**config.mk**
```make
export PLATFORM = sky130hd
export DESIGN_NAME = gtimer
export DESIGN_NICKNAME = d
export VERILOG_FILES = /design/src/rtl/gtimer.sv
export SDC_FILE = /design/constraint.sdc
export NUM_CORES = 1
export LEC_CHECK = 0
export BUFFER_PORTS_ARGS = -buffer_cell sky130_fd_sc_hd__clkbuf_2
export CAP_MARGIN = 20
export CORE_MARGIN = 8
export CORE_UTILIZATION = 29
export DETAILED_ROUTE_END_ITERATION = 8
export GPL_TIMING_DRIVEN = 0
export PLACE_DENSITY = 0.44
export SLEW_MARGIN = 15
export SYNTH_ARGS = -nofsm -noshare
export SYNTH_HDL_FRONTEND = slang
export SYNTH_SLANG_ARGS = --single-unit
```
**constraint.sdc**
```tcl
create_clock -name clk -period 5 [get_ports clk]
set_input_delay 1 -clock clk [delete_from_list [all_inputs] [get_ports clk]]
set_output_delay 1 -clock clk [all_outputs]
set_load 0.01 [all_outputs]
```
**src/rtl/gtimer.sv**
```systemverilog
module gtimer #(
  parameter int NCORES = 2,
  localparam int IW = (NCORES > 1) ? $clog2(NCORES) : 1
) (
  input  logic              clk,
  input  logic              rst_n,
  input  logic              bus_sel,
  input  logic              bus_wr,
  input  logic [4:0]        bus_addr,
  input  logic [IW-1:0]     bus_core,
  input  logic [31:0]       bus_wdata,
  output logic [31:0]       bus_rdata,
  output logic              bus_rvalid,
  output logic [NCORES-1:0] irq
);

  localparam logic [4:0] A_CLO = 5'h00, A_CHI = 5'h04, A_CTL = 5'h08, A_STS = 5'h0C,
                         A_MLO = 5'h10, A_MHI = 5'h14, A_INC = 5'h18;

  logic [63:0] ctr;
  logic        run;
  logic [63:0] cmp  [NCORES];
  logic [31:0] ainc [NCORES];
  logic        cen  [NCORES];
  logic        ien  [NCORES];
  logic        aen  [NCORES];
  logic        flag [NCORES];

  wire wr = bus_sel & bus_wr;
  wire rd = bus_sel & ~bus_wr;

  always_ff @(posedge clk) begin
    if (!rst_n) begin
      ctr <= '0;
      run <= 1'b0;
    end else begin
      if (wr && bus_addr == A_CTL) run <= bus_wdata[0];
      if (wr && bus_addr == A_CLO)      ctr[31:0]  <= bus_wdata;
      else if (wr && bus_addr == A_CHI) ctr[63:32] <= bus_wdata;
      else if (run)                     ctr <= ctr + 64'd1;
    end
  end

  for (genvar i = 0; i < NCORES; i++) begin : g_core
    wire mine = (bus_core == IW'(i));
    wire hit  = cen[i] && (ctr >= cmp[i]);
    wire wsel = wr && mine;

    always_ff @(posedge clk) begin
      if (!rst_n) begin
        cmp[i]  <= '0;
        ainc[i] <= '0;
        cen[i]  <= 1'b0;
        ien[i]  <= 1'b0;
        aen[i]  <= 1'b0;
        flag[i] <= 1'b0;
      end else begin
        if (wsel && bus_addr == A_CTL) {aen[i], ien[i], cen[i]} <= bus_wdata[3:1];
        if (wsel && bus_addr == A_INC) ainc[i] <= bus_wdata;
        if (wsel && bus_addr == A_MLO)      cmp[i][31:0]  <= bus_wdata;
        else if (wsel && bus_addr == A_MHI) cmp[i][63:32] <= bus_wdata;
        else if (hit && aen[i])             cmp[i] <= cmp[i] + {32'd0, ainc[i]};
        flag[i] <= hit | (flag[i] & ~(wsel && bus_addr == A_STS && bus_wdata[0]));
      end
    end

    assign irq[i] = flag[i] & ien[i];
  end

  logic [IW-1:0] cix;
  assign cix = (int'(bus_core) < NCORES) ? bus_core : '0;

  always_ff @(posedge clk) begin
    if (!rst_n) begin
      bus_rvalid <= 1'b0;
      bus_rdata  <= '0;
    end else begin
      bus_rvalid <= rd;
      if (rd) begin
        case (bus_addr)
          A_CLO:   bus_rdata <= ctr[31:0];
          A_CHI:   bus_rdata <= ctr[63:32];
          A_CTL:   bus_rdata <= {28'd0, aen[cix], ien[cix], cen[cix], run};
          A_STS:   bus_rdata <= {31'd0, flag[cix]};
          A_MLO:   bus_rdata <= cmp[cix][31:0];
          A_MHI:   bus_rdata <= cmp[cix][63:32];
          A_INC:   bus_rdata <= ainc[cix];
          default: bus_rdata <= '0;
        endcase
      end
    end
  end

endmodule

```
**Yosys cells after proc, flatten, opt, wreduce, memory -nomap -nowiden**

Memories as Yosys holds them, arrays and structs flattened.
Cells that the tools add are included.

- $add $sub $neg: 3
- $lt $le $gt $ge: 3
- Equal/unequal tests: 7
- Mux-type cells: 58
- Bitwise operators: 26
- Reduce and logical (&&, ||, !) cells: 26

Operators by type and width:

| operator | number |
|---|---|
| 2-to-1 mux 32 bit | 13 |
| one-hot mux 32 bit (7 select lines) | 1 |
| adder 64 x 32 -> 64 bit | 2 |
| >= comparator 64 bit | 2 |
| adder 64 x 1 -> 64 bit, second input constant | 1 |
| 2-to-1 mux 64 bit | 1 |
| 2-to-1 mux 1 bit | 43 |
| logical AND 1 bit | 21 |
| equality test 5 bit, second input constant | 3 |
| OR 1 bit | 14 |
| equality test 5 x 4 -> 1 bit, second input constant | 2 |
| bitwise AND 1 bit | 6 |
| equality test 5 x 3 -> 1 bit, second input constant | 1 |
| zero test 5 bit | 1 |
| NOT 1 bit | 5 |
| AND reduction 2 bit | 2 |
| nonzero test 2 bit | 2 |
| >= comparator 2 bit, second input constant | 1 |
| inequality test 2 bit, second input constant | 1 |
| NOT 1 -> 2 bit | 1 |

- Bits in registers: 104
- RAM bits: 194
- Output and inout bits: 35
- Memories: 3

Memory list:

| memory | depth | bits a word | read ports | clocked after memory_dff | wr ports | line | RTL |
|---|---|---|---|---|---|---|---|
| cmp | 2 | 64 | 3 | 0 | 2 | 22 | `logic [63:0] cmp [NCORES];` |
| ainc | 2 | 32 | 3 | 0 | 2 | 23 | `logic [31:0] ainc [NCORES];` |
| flag | 2 | 1 | 3 | 0 | 2 | 27 | `logic flag [NCORES];` |

**Longest topological paths before layout**

An unclocked memory read counts as a cell.

- Depth in word-level cells: 10
- Mapped depth: 13
- Gate-level depth less buffers: 12

**Worst setup path before layout**

OpenSTA, ideal clock, no wires.

- Kind: input -> register
- Start point: input port bus_addr[1]
- End point: memory cmp[0][32] (enable)
- Library setup time: 0.466 ns
- Arrival: 4.322 ns
- Required time: 4.534 ns
- Setup slack: 0.212 ns
- Stages on the path: 5
- Path buffers: 1
- Cells stage by stage: nor3_1 > and2_1 > clkbuf_1 > nand2_1 > o21ai_0

RTL lines:

| what | line | RTL |
|---|---|---|
| start: declaration | 9 | `input logic [4:0] bus_addr,` |
| end: declaration | 22 |  |

==> results.txt <==
violated checks: DRC, setup timing
share of post-route cells with drive strength above 1: 0.0964
number of max-cap violations: 0
top_reg_cell synth: edfxtp_1
slowest CP cell: edfxtp_1
crit share post-route: 1.00
CP bufs+invs: 6
Leak Pwr: 9.67 nW
total track usage: 0.244
Post-route DRC: 18
CTS max path bufs: 3
biggest cell delay along the critical path: 0.59 ns
WP data required: 5.32 ns
Skew-Pair Late Insertion Delay: 0.58 ns
EDFF count, synth: 192
Synth Instances: 2509
Clk Tree Root Cell: clkbuf_16
slew margin rel.: 0.186
final net count: 2882
DRT Pass-1 Iters: 9
final wirelength: 109000 µm
Pwr Density: 264 nW/µm²
TritonCTS clock tree: done
vias in the first global route: 20300
count of final setup violators: 5
outcome: finished, violations left
Final ANT Viol Nets: 0
Simple-Gate Fraction of Synth Area: 0.183
Core Area: 75900 µm²
dpl ws: -1.30 ns
H-tree depth: 2
Die Height: 293 µm
most instantiated cells after synthesis: nand2_1, o21ai_0, a21oi_1
Starting Density: 0.293
Hold Path Class: reg2reg
post-layout min period: 5.00 ns
CTS Buf Count: 41
placed wire-length estimate: 85800 µm
routability congestion estimate: 1.05
Avg Synthesized Cell Area: 8.86 µm²
DR iter-0 viols: 2617
largest family of logic cells by synthesized area: compound AO/OA/AOI/OAI gates
VDD IR max: 214 µV
Setup WS post-layout: -0.00401 ns
Least-Margin Pin Slew: 1.22 ns
Port Buf Inserts: 69
vias per cell: 5.84
IO Pins: 77
Synth cell types: 83
fraction of registers with async set/reset: 0
Compound-Gate Fraction of Synth Area: 0.197
top-area cell type share of the netlist area: 0.259
CP Class: reg2reg
final hold violation count: 0
clk_skew: 0.0262 ns
critical path fanouts, max: 10
Die W: 293 µm
Post-Syn Nets: 2746
initial antenna violation count: 6
CP cell instances: inv_1, ha_1, a21oi_1, o21ai_0, a221oi_4, o31ai_1, a2111oi_4, o21ai_1, a21oi_4, or2_1, buf_2, buf_6, o211ai_1, buf_4, buf_4, buf_4
Worst path most repeated cell: buf_4
Mapped Area: 22200 µm²
grt total ovfl: 0
cell taking the most area after synthesis: edfxtp_1
synthesis-to-finish area growth: 14.8%
dominant cells by area after synthesis: edfxtp_1, ha_1, dfxtp_1
FP Rows: 101
largest net degree at the start of global routing: 22
Final Slew Violations: 0
Ys Warns: 0
Worst Path Arrival: 5.32 ns
Max Freq: 0.200 GHz
non-filler cells in the finished layout: 3710
post-synthesis adder-cell area fraction: 0.110
first-pass GRT wire length: 152000 µm
most numerous cell in the Yosys netlist: nand2_1
CTS sink count: 298
DIE AREA: 85800 µm²
CP Capture Type: flip-flop
Critical Path Source Type: flip-flop
Fill cells: 7955
WL per Instance: 29.4 µm
vias: 21700
DP Cell Count: 3622
mux contribution to synthesized area: 0.0511
Seq cells post-synth: 298
sequential share of the synthesized area: 0.355
clock slew seen by the registers of the worst setup and hold paths: 0.06 ns
CP delay by family, top: compound AO/OA/AOI/OAI gates
Synth Area in XOR/XNOR: 0.0571
hold_buf cts: 0
[layer usage]
layer  wire (µm)  GRT usage  up-vias
met2       48300      0.382     1170
met3       10100     0.0506      210
met1       45900      0.327    10700
li1            -          -     9585
met5           0          0        -
met4        4630     0.0965        0
[area by class of cell]
cell class	instances	area (µm²)	area share
repair buffers	93	638	0.0250
plain buffers	122	499	0.0196
multi-input cells	1940	13500	0.527
clock buffers	51	1080	0.0425
clock inverters	22	93.8	0.00368
diodes	5	12.5	0.000490
flip-flops and latches	298	7890	0.309
well taps	1030	1290	0.0505
inverters	149	559	0.0219
[where the power goes]
part / switching [mW] / total (mW) / internal, mW
Sequential: 0.140 / 2.86 / 2.72
Combinational: 0.733 / 1.13 / 0.395
Clock: 1.22 / 2.75 / 1.52
Total: 2.10 / 6.73 / 4.64
[repair_timing]
action,CTS,global route
setup endpoints to repair,212,50
endpoints found under the hold margin,0,0
setup buffers,1,7
pin swaps,0,2
gates resized for setup,16,4
[worst paths after layout]
check / from / end / slack, ns / cells after the start
min: bus_rdata[0]$_SDFFE_PN0P_ / bus_rdata[0]$_SDFFE_PN0P_ / 0.46 / 2
max: cmp[1][32]$_SDFFCE_PN0P_ / cmp[1][15]$_SDFFCE_PN0P_ / -0.004 / 16
max reg2reg: cmp[1][32]$_SDFFCE_PN0P_ / cmp[1][15]$_SDFFCE_PN0P_ / -0.004 / 16
min reg2reg: bus_rdata[0]$_SDFFE_PN0P_ / bus_rdata[0]$_SDFFE_PN0P_ / 0.46 / 2
[flip-flops by register name (all words and copies together), names as in the netlist]
signal      cells
flag            2
bus_rdata      32
ctr            64
bus_rvalid      1
ainc           64
ien             2
aen             2
cen             2
cmp           128
run             1
[logic make-up after synthesis]
kind of cell,after synthesis
AND/OR/NAND/NOR,816
XOR/XNOR,145
multiplexers,75
buffers and inverters,271
flip-flops,298
AO/OA/AOI/OAI,709
adder cells (fa/ha/maj),195
[tightest hold or removal path: cells and delay by family (launching register included)]
kind,cells,cell delay [ns]
AO/OA/AOI/OAI,1,0.05
AND/OR/NAND/NOR,1,0.05
flip-flops,1,0.31
[cell usage in the layout (no fill, tap or decap), types with 48 or more instances in the layout]
master	Yosys	final
inv_1	149	149
xnor2_1	102	102
a21oi_1	199	198
nand4_1	48	48
clkbuf_1	98	103
edfxtp_1	192	192
nand2_1	280	280
clkbuf_2	0	71
nor3_1	53	52
ha_1	193	193
o21ai_0	220	216
and2_1	82	82
nand3_1	62	62
nor2_1	146	143
dfxtp_1	106	106
[stage by stage]
stage           util  power [mW]  hold WS (ns)  setup TNS, ns  cell area, µm²
6_report       0.336        6.73         0.458        -0.0134           25500
5_1_grt        0.336        6.94         0.489        -0.0495           25500
4_1_cts        0.334        6.75         0.463              0           25400
3_5_place_dp   0.318        4.00         0.455         -96.18           24100
3_3_place_gp   0.314        3.98         0.459        -536.86           23900
2_1_floorplan      -        3.51         0.462              0           22200
Note: power is estimated with default switching activity, not from simulation.
